===== src/rtl/dsss_seq_pkg.sv =====
package dsss_seq_pkg;

  typedef enum logic [1:0] {
    PH_IDLE = 2'd0,
    PH_PRE  = 2'd1,
    PH_HDR  = 2'd2,
    PH_PAY  = 2'd3
  } phase_e;

  typedef enum logic [1:0] {
    MOD_DBPSK = 2'd0,
    MOD_DQPSK = 2'd1,
    MOD_CCK   = 2'd2
  } mod_e;

  localparam int PRE_BITS  = 144;
  localparam int SYNC_BITS = 128;
  localparam int SFD_BITS  = PRE_BITS - SYNC_BITS;
  localparam int HDR_BITS  = 48;

  function automatic logic [3:0] rate_bits(input logic [1:0] rc);
    case (rc)
      2'd0:    rate_bits = 4'd1;
      2'd1:    rate_bits = 4'd2;
      2'd2:    rate_bits = 4'd4;
      default: rate_bits = 4'd8;
    endcase
  endfunction

  function automatic mod_e rate_mod(input logic [1:0] rc);
    case (rc)
      2'd0:    rate_mod = MOD_DBPSK;
      2'd1:    rate_mod = MOD_DQPSK;
      default: rate_mod = MOD_CCK;
    endcase
  endfunction

endpackage


===== src/rtl/dsss_rst_sync.sv =====
module dsss_rst_sync (
  input  logic clk,
  input  logic rst_n,
  output logic rst_sync_n
);
  logic [1:0] sync_q;

  always_ff @(posedge clk or negedge rst_n) begin
    if (!rst_n) sync_q <= 2'b00;
    else        sync_q <= {sync_q[0], 1'b1};
  end

  assign rst_sync_n = sync_q[1];
endmodule


===== src/rtl/dsss_sym_pace.sv =====
module dsss_sym_pace #(
  parameter int SYM_CYC = 2
) (
  input  logic clk,
  input  logic rst_n,
  input  logic run_i,
  output logic strobe_o
);
  localparam int PW = (SYM_CYC > 1) ? $clog2(SYM_CYC) : 1;
  localparam logic [PW-1:0] LAST = PW'(SYM_CYC - 1);

  logic [PW-1:0] cnt_q, cnt_d;

  always_comb begin
    if (!run_i)             cnt_d = '0;
    else if (cnt_q == LAST) cnt_d = '0;
    else                    cnt_d = cnt_q + 1'b1;
  end

  always_ff @(posedge clk or negedge rst_n) begin
    if (!rst_n) cnt_q <= '0;
    else        cnt_q <= cnt_d;
  end

  assign strobe_o = run_i && (cnt_q == '0);
endmodule


===== src/rtl/dsss_bit_ctr.sv =====
module dsss_bit_ctr #(
  parameter int CNT_W = 12
) (
  input  logic             clk,
  input  logic             rst_n,
  input  logic             load_i,
  input  logic [CNT_W-1:0] load_val_i,
  input  logic             dec_i,
  input  logic [3:0]       bps_i,
  output logic [CNT_W-1:0] rem_o,
  output logic             last_o,
  output logic [3:0]       take_o
);
  logic [CNT_W-1:0] rem_q, rem_d;
  logic             rem_en;

  assign last_o = (rem_q <= CNT_W'(bps_i));
  assign take_o = last_o ? rem_q[3:0] : bps_i;

  always_comb begin
    rem_en = load_i | dec_i;
    if (load_i) rem_d = load_val_i;
    else        rem_d = rem_q - CNT_W'(take_o);
  end

  always_ff @(posedge clk or negedge rst_n) begin
    if (!rst_n)      rem_q <= '0;
    else if (rem_en) rem_q <= rem_d;
  end

  assign rem_o = rem_q;
endmodule


===== src/rtl/dsss_pre_gen.sv =====
module dsss_pre_gen #(
  parameter int          CNT_W    = 12,
  parameter logic [15:0] SFD_WORD = 16'hF3A0
) (
  input  logic [CNT_W-1:0] rem_i,
  output logic             bit_o
);
  import dsss_seq_pkg::*;

  logic [3:0] sel;

  always_comb begin
    sel   = rem_i[3:0] - 4'd1;
    bit_o = (rem_i > CNT_W'(SFD_BITS)) ? 1'b1 : SFD_WORD[sel];
  end
endmodule


===== src/rtl/dsss_pkt_seq.sv =====
module dsss_pkt_seq #(
  parameter int          LEN_W    = 12,
  parameter int          SYM_CYC  = 2,
  parameter logic [15:0] SFD_WORD = 16'hF3A0
) (
  input  logic             clk,
  input  logic             rst_n,
  input  logic             start_i,
  input  logic             hdr_dqpsk_i,
  input  logic [1:0]       rate_i,
  input  logic [LEN_W-1:0] len_i,
  output logic [1:0]       phase_o,
  output logic [1:0]       mod_o,
  output logic             bit_req_o,
  output logic [3:0]       sym_bits_o,
  output logic             pre_bit_o,
  output logic             done_o
);
  import dsss_seq_pkg::*;

  localparam int CNT_W = (LEN_W > 8) ? LEN_W : 8;

  logic             rst_int_n;
  phase_e           phase_q, phase_d;
  logic             hdrq_q;
  logic [1:0]       rate_q;
  logic [LEN_W-1:0] len_q;
  logic             cfg_en;
  logic             done_q, done_d;
  logic             strobe, run;
  logic             ld;
  logic [CNT_W-1:0] ld_val;
  logic [CNT_W-1:0] rem;
  logic             last;
  logic [3:0]       take;
  logic [3:0]       bps;
  mod_e             mod_c;
  logic             adv;
  logic             pre_bit_raw;

  dsss_rst_sync u_rst (
    .clk        (clk),
    .rst_n      (rst_n),
    .rst_sync_n (rst_int_n)
  );

  assign run = (phase_q != PH_IDLE);

  dsss_sym_pace #(.SYM_CYC(SYM_CYC)) u_pace (
    .clk      (clk),
    .rst_n    (rst_int_n),
    .run_i    (run),
    .strobe_o (strobe)
  );

  dsss_bit_ctr #(.CNT_W(CNT_W)) u_ctr (
    .clk        (clk),
    .rst_n      (rst_int_n),
    .load_i     (ld),
    .load_val_i (ld_val),
    .dec_i      (strobe),
    .bps_i      (bps),
    .rem_o      (rem),
    .last_o     (last),
    .take_o     (take)
  );

  dsss_pre_gen #(.CNT_W(CNT_W), .SFD_WORD(SFD_WORD)) u_pre (
    .rem_i (rem),
    .bit_o (pre_bit_raw)
  );

  // modulation and symbol width per phase
  always_comb begin
    case (phase_q)
      PH_PRE: begin
        bps   = 4'd1;
        mod_c = MOD_DBPSK;
      end
      PH_HDR: begin
        bps   = hdrq_q ? 4'd2 : 4'd1;
        mod_c = hdrq_q ? MOD_DQPSK : MOD_DBPSK;
      end
      PH_PAY: begin
        bps   = rate_bits(rate_q);
        mod_c = rate_mod(rate_q);
      end
      default: begin
        bps   = 4'd0;
        mod_c = MOD_DBPSK;
      end
    endcase
  end

  assign adv = strobe && last;

  // next-state logic
  always_comb begin
    phase_d = phase_q;
    done_d  = 1'b0;
    ld      = 1'b0;
    ld_val  = '0;
    cfg_en  = 1'b0;
    case (phase_q)
      PH_IDLE: begin
        if (start_i) begin
          phase_d = PH_PRE;
          ld      = 1'b1;
          ld_val  = CNT_W'(PRE_BITS);
          cfg_en  = 1'b1;
        end
      end
      PH_PRE: begin
        if (adv) begin
          phase_d = PH_HDR;
          ld      = 1'b1;
          ld_val  = CNT_W'(HDR_BITS);
        end
      end
      PH_HDR: begin
        if (adv) begin
          if (len_q == '0) begin
            phase_d = PH_IDLE;
            done_d  = 1'b1;
          end else begin
            phase_d = PH_PAY;
            ld      = 1'b1;
            ld_val  = CNT_W'(len_q);
          end
        end
      end
      default: begin
        if (adv) begin
          phase_d = PH_IDLE;
          done_d  = 1'b1;
        end
      end
    endcase
  end

  always_ff @(posedge clk or negedge rst_int_n) begin
    if (!rst_int_n) begin
      phase_q <= PH_IDLE;
      done_q  <= 1'b0;
    end else begin
      phase_q <= phase_d;
      done_q  <= done_d;
    end
  end

  always_ff @(posedge clk or negedge rst_int_n) begin
    if (!rst_int_n) begin
      hdrq_q <= 1'b0;
      rate_q <= 2'd0;
      len_q  <= '0;
    end else if (cfg_en) begin
      hdrq_q <= hdr_dqpsk_i;
      rate_q <= rate_i;
      len_q  <= len_i;
    end
  end

  assign phase_o    = phase_q;
  assign mod_o      = mod_c;
  assign bit_req_o  = strobe;
  assign sym_bits_o = strobe ? take : 4'd0;
  assign pre_bit_o  = strobe && (phase_q == PH_PRE) && pre_bit_raw;
  assign done_o     = done_q;
endmodule


===== config.mk =====
export PLATFORM = sky130hd
export DESIGN_NAME = dsss_pkt_seq
export DESIGN_NICKNAME = d
export VERILOG_FILES = /design/src/rtl/dsss_seq_pkg.sv /design/src/rtl/dsss_rst_sync.sv /design/src/rtl/dsss_sym_pace.sv /design/src/rtl/dsss_bit_ctr.sv /design/src/rtl/dsss_pre_gen.sv /design/src/rtl/dsss_pkt_seq.sv
export SDC_FILE = /design/constraint.sdc
export NUM_CORES = 1
export LEC_CHECK = 0
export BUFFER_PORTS_ARGS = -buffer_cell sky130_fd_sc_hd__buf_2
export CORE_MARGIN = 3
export CORE_UTILIZATION = 60
export DETAILED_ROUTE_END_ITERATION = 7
export GPL_ROUTABILITY_DRIVEN = 0
export PLACE_DENSITY_LB_ADDON = 0.2
export SLEW_MARGIN = 20
export SYNTH_ARGS = -nofsm -noshare
export SYNTH_HDL_FRONTEND = slang
export SYNTH_SLANG_ARGS = --single-unit

===== constraint.sdc =====
create_clock -name clk -period 7.8 [get_ports clk]
set_input_delay 0.39 -clock clk [delete_from_list [all_inputs] [get_ports clk]]
set_output_delay 0.39 -clock clk [all_outputs]
set_load 0.005 [all_outputs]

==> results of run 1 <==
registers in the layout, indices dropped and copies added, names as in the netlist:
signal	count
len_q	12
hdrq_q	1
rate_q	2
u_rst.sync_q	2
done_o	1
phase_o	2
u_ctr.rem_o	12
u_pace.cnt_q	1
stage by stage:
stage	total power, mW	setup WS [ns]	instances	util	hold slack (ns)
2_1_floorplan	0.178	3.60	252	-	0.0944
3_3_place_gp	0.183	3.42	317	0.714	0.0716
3_5_place_dp	0.183	3.32	317	0.714	0.0825
4_1_cts	0.282	3.28	325	0.736	0.0925
5_1_grt	0.290	3.00	325	0.736	0.0959
6_report	0.280	3.23	325	0.736	0.0869
worst min path at each step:
| stage | from | cells after the start | end | slack, ns |
|---|---|---|---|---|
| 3_5_place_dp | u_rst.sync_q[1] | 0 | rate_q[0] | 0.08 |
| 3_3_place_gp | u_rst.sync_q[1] | 0 | rate_q[0] | 0.07 |
| 2_1_floorplan | rst_n | 0 | u_rst.sync_q[0] | 0.09 |
| 4_1_cts | u_rst.sync_q[1] | 0 | rate_q[0] | 0.09 |
| 6_report | u_rst.sync_q[1] | 0 | done_o | 0.09 |
| 5_1_grt | u_rst.sync_q[1] | 0 | rate_q[0] | 0.1 |
report_power, final:
| part | internal, mW | switching [mW] | total [mW] |
|---|---|---|---|
| Clock | 0.0422 | 0.0581 | 0.100 |
| Combinational | 0.00386 | 0.00411 | 0.00797 |
| Sequential | 0.171 | 0.000576 | 0.172 |
| Total | 0.217 | 0.0628 | 0.280 |
layer usage:
metal / up-vias / track usage / wire length, µm
met5: - / 0 / 0
met4: 0 / 0.0829 / 63
met3: 8 / 0.0530 / 286
met2: 61 / 0.432 / 2420
met1: 929 / 0.351 / 2250
li1: 953 / - / -
synthesized netlist by cell type, drive strengths merged (3+ instances only):
cell,instances
nand2,66
dfrtp,33
nor2,20
a21oi,10
ha,10
nand3,10
o21ai,10
a31oi,6
nor3,6
buf,5
inv,5
nor4,5
o21a,5
clkbuf,4
nand2b,4
nand4,4
nor2b,4
o211ai,4
a21o,3
and3,3
cells by family (layout without fill, tap and decap cells):
kind of cell / Yosys count / count (layout) / synth area share
adder cells (fa/ha/maj): 11 / 11 / 0.0684
AND/OR/NAND/NOR: 131 / 131 / 0.293
multiplexers: 3 / 3 / 0.0165
buffers and inverters: 15 / 44 / 0.0307
other: 1 / 1 / 0.00177
flip-flops: 33 / 33 / 0.389
AO/OA/AOI/OAI: 54 / 54 / 0.184
XOR/XNOR: 4 / 4 / 0.0165
cells in the final DEF, fill, tap and decap left out, types with 3 or more instances in the layout:
cell / instances
clkbuf_4: 5
nor4_1: 4
nor2_1: 20
a21o_1: 3
nor3_1: 6
a31oi_1: 6
o21a_1: 5
inv_1: 5
ha_1: 10
and3_1: 3
nor2b_1: 4
nand4_1: 4
o211ai_1: 4
dfrtp_1: 33
buf_2: 28
nand3_1: 8
a21oi_1: 9
o21ai_0: 9
nand2b_1: 4
nand2_1: 66
critical path: cells and delay by family, from the launching register on:
| family | cells | cell delay, ns |
|---|---|---|
| AND/OR/NAND/NOR | 4 | 0.87 |
| AO/OA/AOI/OAI | 8 | 1.80 |
| flip-flops | 1 | 0.51 |
| buffers and inverters | 2 | 0.15 |
| multiplexers | 1 | 0.25 |
| adder cells (fa/ha/maj) | 3 | 0.87 |
cell type report:
type / count / area share
multi-input cells: 204 / 0.522
flip-flops and latches: 33 / 0.350
clock buffers: 6 / 0.0218
well taps: 44 / 0.0234
repair buffers: 31 / 0.0701
inverters: 6 / 0.00955
clock inverters: 1 / 0.00318
what timing repair did:
| item | CTS | global route |
|---|---|---|
| hold buffers | 1 | 0 |
| hold endpoints to repair | 2 | 0 |
| resized for setup | 0 | 0 |
==> flow_metrics.tcl, run 1 <==
set metrics [dict create \
    status "complete, no violations" \
    rrSetupSlack_ns 3.23 \
    ant_nets 0 \
    synth_area_um2 2120 \
    startpoint_type "register" \
    clock.fmax_mhz 219 \
    yosys.area.top_type "dfrtp_1" \
    antenna_found_initial 0 \
    required_ns 8.02 \
    post-route-drc-count 0 \
    port-buffer-count 28 \
    routedWlPerCell_um 15.4 \
    synth_top_flop_cell "dfrtp_1" \
    grt_usage 0.264 \
    overflow 0 \
    synth_seq_cells 33 \
    ys_warn_count 0 \
    reg2reg_depth 18 \
    power_density_nw_per_um2 119 \
    n_antenna_cell 0 \
    hp-class "register to asynchronous set/reset pin" \
    dp_hpwl_um 3740 \
    min_period_ns 4.57 \
    root_buffer "clkbuf_4" \
    htreeDepth 2 \
    multi_input_area_um2 1230 \
    post_cts_buffers 0 \
    slowest_delay_ns 0.51 \
    die_area_um2 4280 \
    ir_drop_v 0.000123 \
    cts_sinks 33 \
    grt_max_degree 28 \
    clock_latency_ns 0.34 \
    drt-total-wl_um 5020 \
    async_flop_share 1.00 \
    n_fill_cell 276 \
    layout-drive-gt1-share 0.167 \
    cts_buffers 5 \
    reg2reg_to "u_ctr.rem_o[6]" \
    slew_headroom 0.575 \
    hold_viol 0 \
    synth_edf_count 0 \
    synth.avg_cell_area_um2 8.42 \
    nets 310 \
    final.setup.tns_ns 0 \
    placed_area_um2 2290 \
    syn_inst 252 \
    clk_path_buf_depth 2 \
    grt_pass1_wl_um 8560 \
    critPathSlowestCell "dfrtp_1" \
    yosysTopAreaCellShare 0.389 \
    regArea_um2 826 \
    yosysSeqAreaShare 0.389 \
    power_leakage_nw 1.11 \
    grt_pass1_vias 1806 \
    synthTopCellsByArea "dfrtp_1, nand2_1, ha_1" \
    cts_tree "done" \
    start_util 0.662 \
    setup_viol 0 \
    critPathArrivalTime_ns 4.78 \
    clkTransAtPathRegs_ns 0.10 \
    crit_end "u_ctr.rem_o[6]" \
    placementRows 20 \
    vias 1951 \
    synth_cell_types 51 \
    top_level_ports 29 \
    startpoint "phase_o[0]" \
    die_h_um 65.5 \
    fin_skew_ns 0.00710 \
    end_kind "register" \
    cap_violations 0 \
    drv_slew 0 \
    path_cells "nand2b_1, a21boi_0, inv_1, ha_1, nor2b_1, o211a_1, o21a_1, nor2_1, mux2_4, ha_1, inv_1, fa_1, a21o_1, a2111oi_4, nand2_1, o31a_2, o22ai_1, a31oi_1" \
    path_class "register to register" \
    area_delta_synth_final_pct 11.2 \
    vias_per_cell 6.00 \
    synth_fp_nets 281 \
    rsz0062_at_grt "false" \
    coreArea_um2 3200 \
    dr.first_iter.drc_count 155 \
    tightest_slew_ns 0.637 \
    r2r-start "phase_o[0]" \
    die_x_um 65.5 \
    dr.pass1.iters 4 \
    post-route-period-util 0.585 \
    critPathMaxFanout 14 \
    finalInstanceArea_um2 2360 \
]
(Power assumes the default switching activity.)
==> inputs of run 2 (changes only) <==
--- a/config.mk
+++ b/config.mk
@@ -7,7 +7,7 @@
 export LEC_CHECK = 0
 export BUFFER_PORTS_ARGS = -buffer_cell sky130_fd_sc_hd__buf_2
 export CORE_MARGIN = 3
-export CORE_UTILIZATION = 60
+export CORE_UTILIZATION = 57
 export DETAILED_ROUTE_END_ITERATION = 7
 export GPL_ROUTABILITY_DRIVEN = 0
 export PLACE_DENSITY_LB_ADDON = 0.2
==> constraint.sdc (replaced) <==
create_clock -name clk -period 4.3 [get_ports clk]
set_input_delay 0.215 -clock clk [delete_from_list [all_inputs] [get_ports clk]]
set_output_delay 0.215 -clock clk [all_outputs]
set_load 0.005 [all_outputs]
==> flow_metrics.tcl, run 2 (synthesis gave the netlist of run 1 again) <==
set metrics [dict create \
    status "complete, no violations" \
    drv_slew 0 \
    nets 316 \
    dr.pass1.iters 5 \
    clock.fmax_mhz 245 \
    start_util 0.611 \
    cap_violations 0 \
    p_comb_frac 0.028 \
    post-route-drc-count 0 \
    p_int_mw 0.433 \
    clock_latency_ns 0.28 \
    clockPowerShare 0.400 \
    power_density_nw_per_um2 224 \
    placementRows 21 \
    antenna_found_initial 0 \
    coreArea_um2 3470 \
    grt_pass1_wl_um 8490 \
    die_h_um 67.0 \
    critPathSlowestCell "a2111oi_4" \
    swShare 0.205 \
    drt-total-wl_um 5250 \
    hp-class "input port to register" \
    fin_skew_ns 0.00550 \
    root_buffer "clkbuf_8" \
    clk_path_buf_depth 2 \
    tightest_slew_ns 0.632 \
    grt_usage 0.255 \
    startpoint_type "register" \
    critPathArrivalTime_ns 4.24 \
    end_kind "register" \
    post-route-period-util 0.951 \
    area_delta_synth_final_pct 14.7 \
    top_level_ports 29 \
    overflow 0 \
    place_ws_ns 0.182 \
    layout_commonest_cell "nand2_1" \
    die_area_um2 4490 \
    pwr-share-seq 0.572 \
    p_switching_mw 0.111 \
    die_x_um 67.0 \
    dr.first_iter.drc_count 169 \
    cp_num_buf_inv 2 \
    power.total_mw 0.545 \
    setup_viol 0 \
    final_cell_mix "nand2_1, dfrtp_1, buf_2" \
    path_class "register to register" \
    grt_max_degree 32 \
    port-buffer-count 28 \
    cts_buffers 5 \
    n_antenna_cell 0 \
    n_fill_cell 299 \
    ir_drop_v 0.000242 \
    min_period_ns 4.09 \
    hold_viol 0 \
    ant_nets 0 \
    slew_headroom 0.579 \
    layout_setup_ws_ns 0.211 \
    vias 2010 \
    power_leakage_nw 1.15 \
    routedWlPerCell_um 15.7 \
    slowest_delay_ns 0.47 \
    cts_sinks 33 \
    cts_tree "done" \
    layout-drive-gt1-share 0.184 \
    dp_hpwl_um 3770 \
    final.setup.tns_ns 0 \
    clkTransAtPathRegs_ns 0.07 \
    htreeDepth 2 \
    rsz0062_at_grt "false" \
    critPathMaxFanout 5 \
    worst_path_dominant_cell_family "compound AO/OA/AOI/OAI gates" \
    path_cells "nand3b_1, a21boi_0, inv_1, ha_1, nor2b_1, o211a_1, o21a_1, nor2_2, mux2_4, ha_1, inv_1, fa_1, a21o_1, a2111oi_4, nand2_1, xnor2_1, o211ai_1, a21oi_1" \
    required_ns 4.45 \
    vias_per_cell 6.02 \
    grt_pass1_vias 1849 \
]
==> run 2: cell types whose count changed in the layout (fill, tap and decap cells not counted), sizes merged <==
cell,before,now
buf,30,36
clkbuf,6,8
clkinvlp,1,0
==> run 2: repair_timing <==
action | CTS | global route
resized for setup | 0 | 2
setup buffers | 0 | 1
hold buffers | 1 | 0
hold endpoints to repair | 2 | 0
setup endpoints to repair | 0 | 5
==> run 2: through the flow <==
step                std cells  hold slack (ns)  instance area (µm²)   util
global placement          324          0.00176                 2330  0.671
finish                    334            0.124                 2430  0.702
floorplan                 252          -0.0806                 2120      -
CTS                       333            0.114                 2420  0.697
global route              334            0.119                 2430  0.702
detailed placement        324          0.00246                 2330  0.671
==> run 2: worst paths after layout <==
path	start	end	cells past startpoint	slack, ns
setup / recovery	rate_q[1]	u_ctr.rem_o[8]	18	0.21
hold / removal	rate_i[0]	rate_q[0]	3	0.12
setup reg to reg	rate_q[1]	u_ctr.rem_o[8]	18	0.21
hold reg to reg	u_rst.sync_q[1]	u_ctr.rem_o[4]	1	0.25
max in group asynchronous	u_rst.sync_q[1]	len_q[11]	1	3.76
min in group asynchronous	u_rst.sync_q[1]	u_ctr.rem_o[4]	1	0.25
==> run 2: tightest hold or removal path: cells and delay by family <==
family,cells,cell delay (ns)
buffers and inverters,1,0.08
and+or+nand+nor,2,0.08
==> run 2: routing by layer <==
| layer | up-vias | global-route usage | wire length [µm] |
|---|---|---|---|
| li1 | 959 | - | - |
| met1 | 952 | 0.344 | 2380 |
| met2 | 90 | 0.408 | 2430 |
| met3 | 9 | 0.0455 | 346 |
| met4 | 0 | 0.0911 | 85 |
| met5 | - | 0 | 0 |
==> run 2: power groups by stage <==
stage | sequential [mW] | clock (mW) | combinational [mW]
final | 0.312 | 0.218 | 0.0154
after global routing | 0.311 | 0.240 | 0.0178
after CTS | 0.312 | 0.225 | 0.0158
after detailed placement | 0.317 | 0 | 0.0150
after global placement | 0.317 | 0 | 0.0148
after floorplan | 0.321 | 0 | 0.000792
==> run 2: layout make-up <==
class	count	area [µm²]	area share
flip-flops and latches	33	826	0.339
repair buffers	37	210	0.0864
inverters	6	22.5	0.00925
multi-input cells	204	1240	0.508
well taps	46	57.6	0.0237
clock buffers	8	80.1	0.0329
==> inputs of run 3 (changes only) <==
--- a/config.mk
+++ b/config.mk
@@ -14,4 +14,5 @@
 export SLEW_MARGIN = 20
 export SYNTH_ARGS = -nofsm -noshare
 export SYNTH_HDL_FRONTEND = slang
+export SYNTH_HIERARCHICAL = 1
 export SYNTH_SLANG_ARGS = --single-unit
==> flow_metrics.tcl, run 3 <==
set metrics [dict create \
    dp_hpwl_um 3110 \
    clock_latency_ns 0.27 \
    min_period_ns 3.78 \
    required_ns 4.43 \
    reg2reg_depth 16 \
    startpoint "phase_o[0]" \
    dr.pass1.iters 4 \
    clk_path_buf_depth 2 \
    end_kind "register" \
    synth_area_um2 2130 \
    fin_util 0.691 \
    vias 1570 \
    path_class "register to register" \
    tightest_slew_ns 0.739 \
    htreeDepth 2 \
    fin_skew_ns 0.00665 \
    synthTopCellsByArea "dfrtp_1, mux2_2, ha_1" \
    final.setup.tns_ns 0 \
    post-route-drc-count 0 \
    root_buffer "clkbuf_8" \
    layout_commonest_cell "dfrtp_1" \
    status "complete, no violations" \
    dr.first_iter.drc_count 108 \
    syn_inst 210 \
    drt-total-wl_um 4130 \
    slowest_delay_ns 0.51 \
    clkTransAtPathRegs_ns 0.07 \
    grt_max_degree 27 \
    synth_edf_count 0 \
    layout-drive-gt1-share 0.266 \
    power_density_nw_per_um2 682 \
    yosysMostFrequentCell "dfrtp_1" \
    cts_hold_buf 1 \
    power.total_mw 1.63 \
    cts_tree "done" \
    n_antenna_cell 0 \
    power_leakage_nw 1.05 \
    critPathArrivalTime_ns 3.90 \
    rsz0062_at_grt "false" \
    overflow 0 \
    antenna_found_initial 0 \
    synth.avg_cell_area_um2 10.1 \
    die_area_um2 4500 \
    n_fill_cell 273 \
    coreArea_um2 3470 \
    clock.fmax_mhz 265 \
    port-buffer-count 28 \
    reg2reg_to "u_ctr/rem_o[11]" \
    synth_top_flop_cell "dfrtp_1" \
    setup_viol 0 \
    final_cell_mix "dfrtp_1, buf_2, o21ai_0" \
    critPathMaxFanout 14 \
    routedWlPerCell_um 14.2 \
    yosysTopAreaCellShare 0.388 \
    placementRows 21 \
    r2r-start "phase_o[0]" \
    synth_seq_cells 33 \
    nets 272 \
    critPathSlowestCell "dfrtp_1" \
    ant_nets 0 \
    cts_buffers 5 \
    startpoint_type "register" \
    yosysSeqAreaShare 0.388 \
    grt_pass1_wl_um 7030 \
    grt_pass1_vias 1512 \
    hp-class "register to asynchronous set/reset pin" \
    vias_per_cell 5.41 \
    path_cells "nand2b_1, a21boi_0, inv_1, ha_1, nor2b_1, o21ai_0, a21oi_1, nor3_4, buf_4, mux2i_1, ha_1, nor2b_1, o31a_1, nor3_1, xnor2_1, o21ai_0" \
    grt_usage 0.207 \
    top_level_ports 29 \
    die_h_um 67.1 \
    drv_slew 0 \
    area_delta_synth_final_pct 12.6 \
    slew_headroom 0.504 \
    ir_drop_v 0.000359 \
    cts_sinks 33 \
    post_cts_buffers 0 \
    post-route-period-util 0.878 \
    hold_viol 0 \
    cts-resized-gates 0 \
    start_util 0.614 \
    synth_cell_types 49 \
    yosys.area.top_type "dfrtp_1" \
    synth_fp_nets 239 \
    cap_violations 0 \
    synth.cells.most_frequent "dfrtp_1, o21ai_0, nand2_1" \
    async_flop_share 1.00 \
    die_x_um 67.1 \
    rrSetupSlack_ns 0.52 \
    ys_warn_count 6 \
]
## run 3: through the flow
step | hold WS, ns | setup slack [ns] | cell area (µm²) | cells
floorplan | -0.0806 | 0.608 | 2130 | 210
global placement | 0.000827 | 0.627 | 2300 | 281
detailed placement | 0.00208 | 0.550 | 2300 | 281
CTS | 0.0969 | 0.533 | 2400 | 290
global route | 0.110 | 0.172 | 2400 | 290
finish | 0.0901 | 0.523 | 2400 | 290
## run 3: metal layers
layer / vias up / global-route usage / wire length [µm]
met1: 732 / 0.306 / 2070
met2: 35 / 0.309 / 1910
li1: 801 / - / -
met5: - / 0 / 0
met4: 0 / 0.0633 / 14
met3: 2 / 0.0354 / 143
## run 3: worst max-delay path by stage
| stage | endpoint | slack [ns] | cells after the start |
|---|---|---|---|
| 6_report | u_ctr/rem_o[11] | 0.52 | 16 |
| 4_1_cts | u_ctr/rem_o[7] | 0.53 | 16 |
| 2_1_floorplan | u_ctr/rem_o[6] | 0.61 | 18 |
| 3_5_place_dp | u_ctr/rem_o[7] | 0.55 | 16 |
| 5_1_grt | u_ctr/rem_o[7] | 0.17 | 16 |
| 3_3_place_gp | u_ctr/rem_o[7] | 0.63 | 16 |
## run 3: area by class of cell
class	count	area (µm²)	share of cell area
clock buffer	7	76.3	0.0318
clock inverter	1	7.51	0.00313
inverter	8	30.0	0.0125
multi-input combinational	162	1220	0.509
sequential	33	826	0.344
tap	46	57.6	0.0240
timing repair buffer	33	180	0.0752
## run 3: power by group
| part | leakage [nW] | switching [mW] | internal, mW | total (mW) |
|---|---|---|---|---|
| Sequential | 0.398 | 0.176 | 0.447 | 0.623 |
| Clock | 0.0385 | 0.108 | 0.114 | 0.222 |
| Combinational | 0.616 | 0.378 | 0.411 | 0.790 |
## run 3: kinds of logic after synthesis
group,share of synthesized area
AOI/OAI and AO/OA,0.122
xor gates and xnor gates,0.0412
adders and majority gates,0.0682
buffers and inverters,0.0388
DFF,0.388
muxes,0.123
other,0.00176
and+or+nand+nor,0.218
## run 3: worst max-delay path: cells and delay by family (launching register included)
kind                       cells  cell delay [ns]
AOI/OAI and AO/OA              5             0.94
xor gates and xnor gates       1             0.15
adders and majority gates      2             0.59
buffers and inverters          2             0.30
DFF                            1             0.51
muxes                          1             0.30
and+or+nand+nor                5             0.83
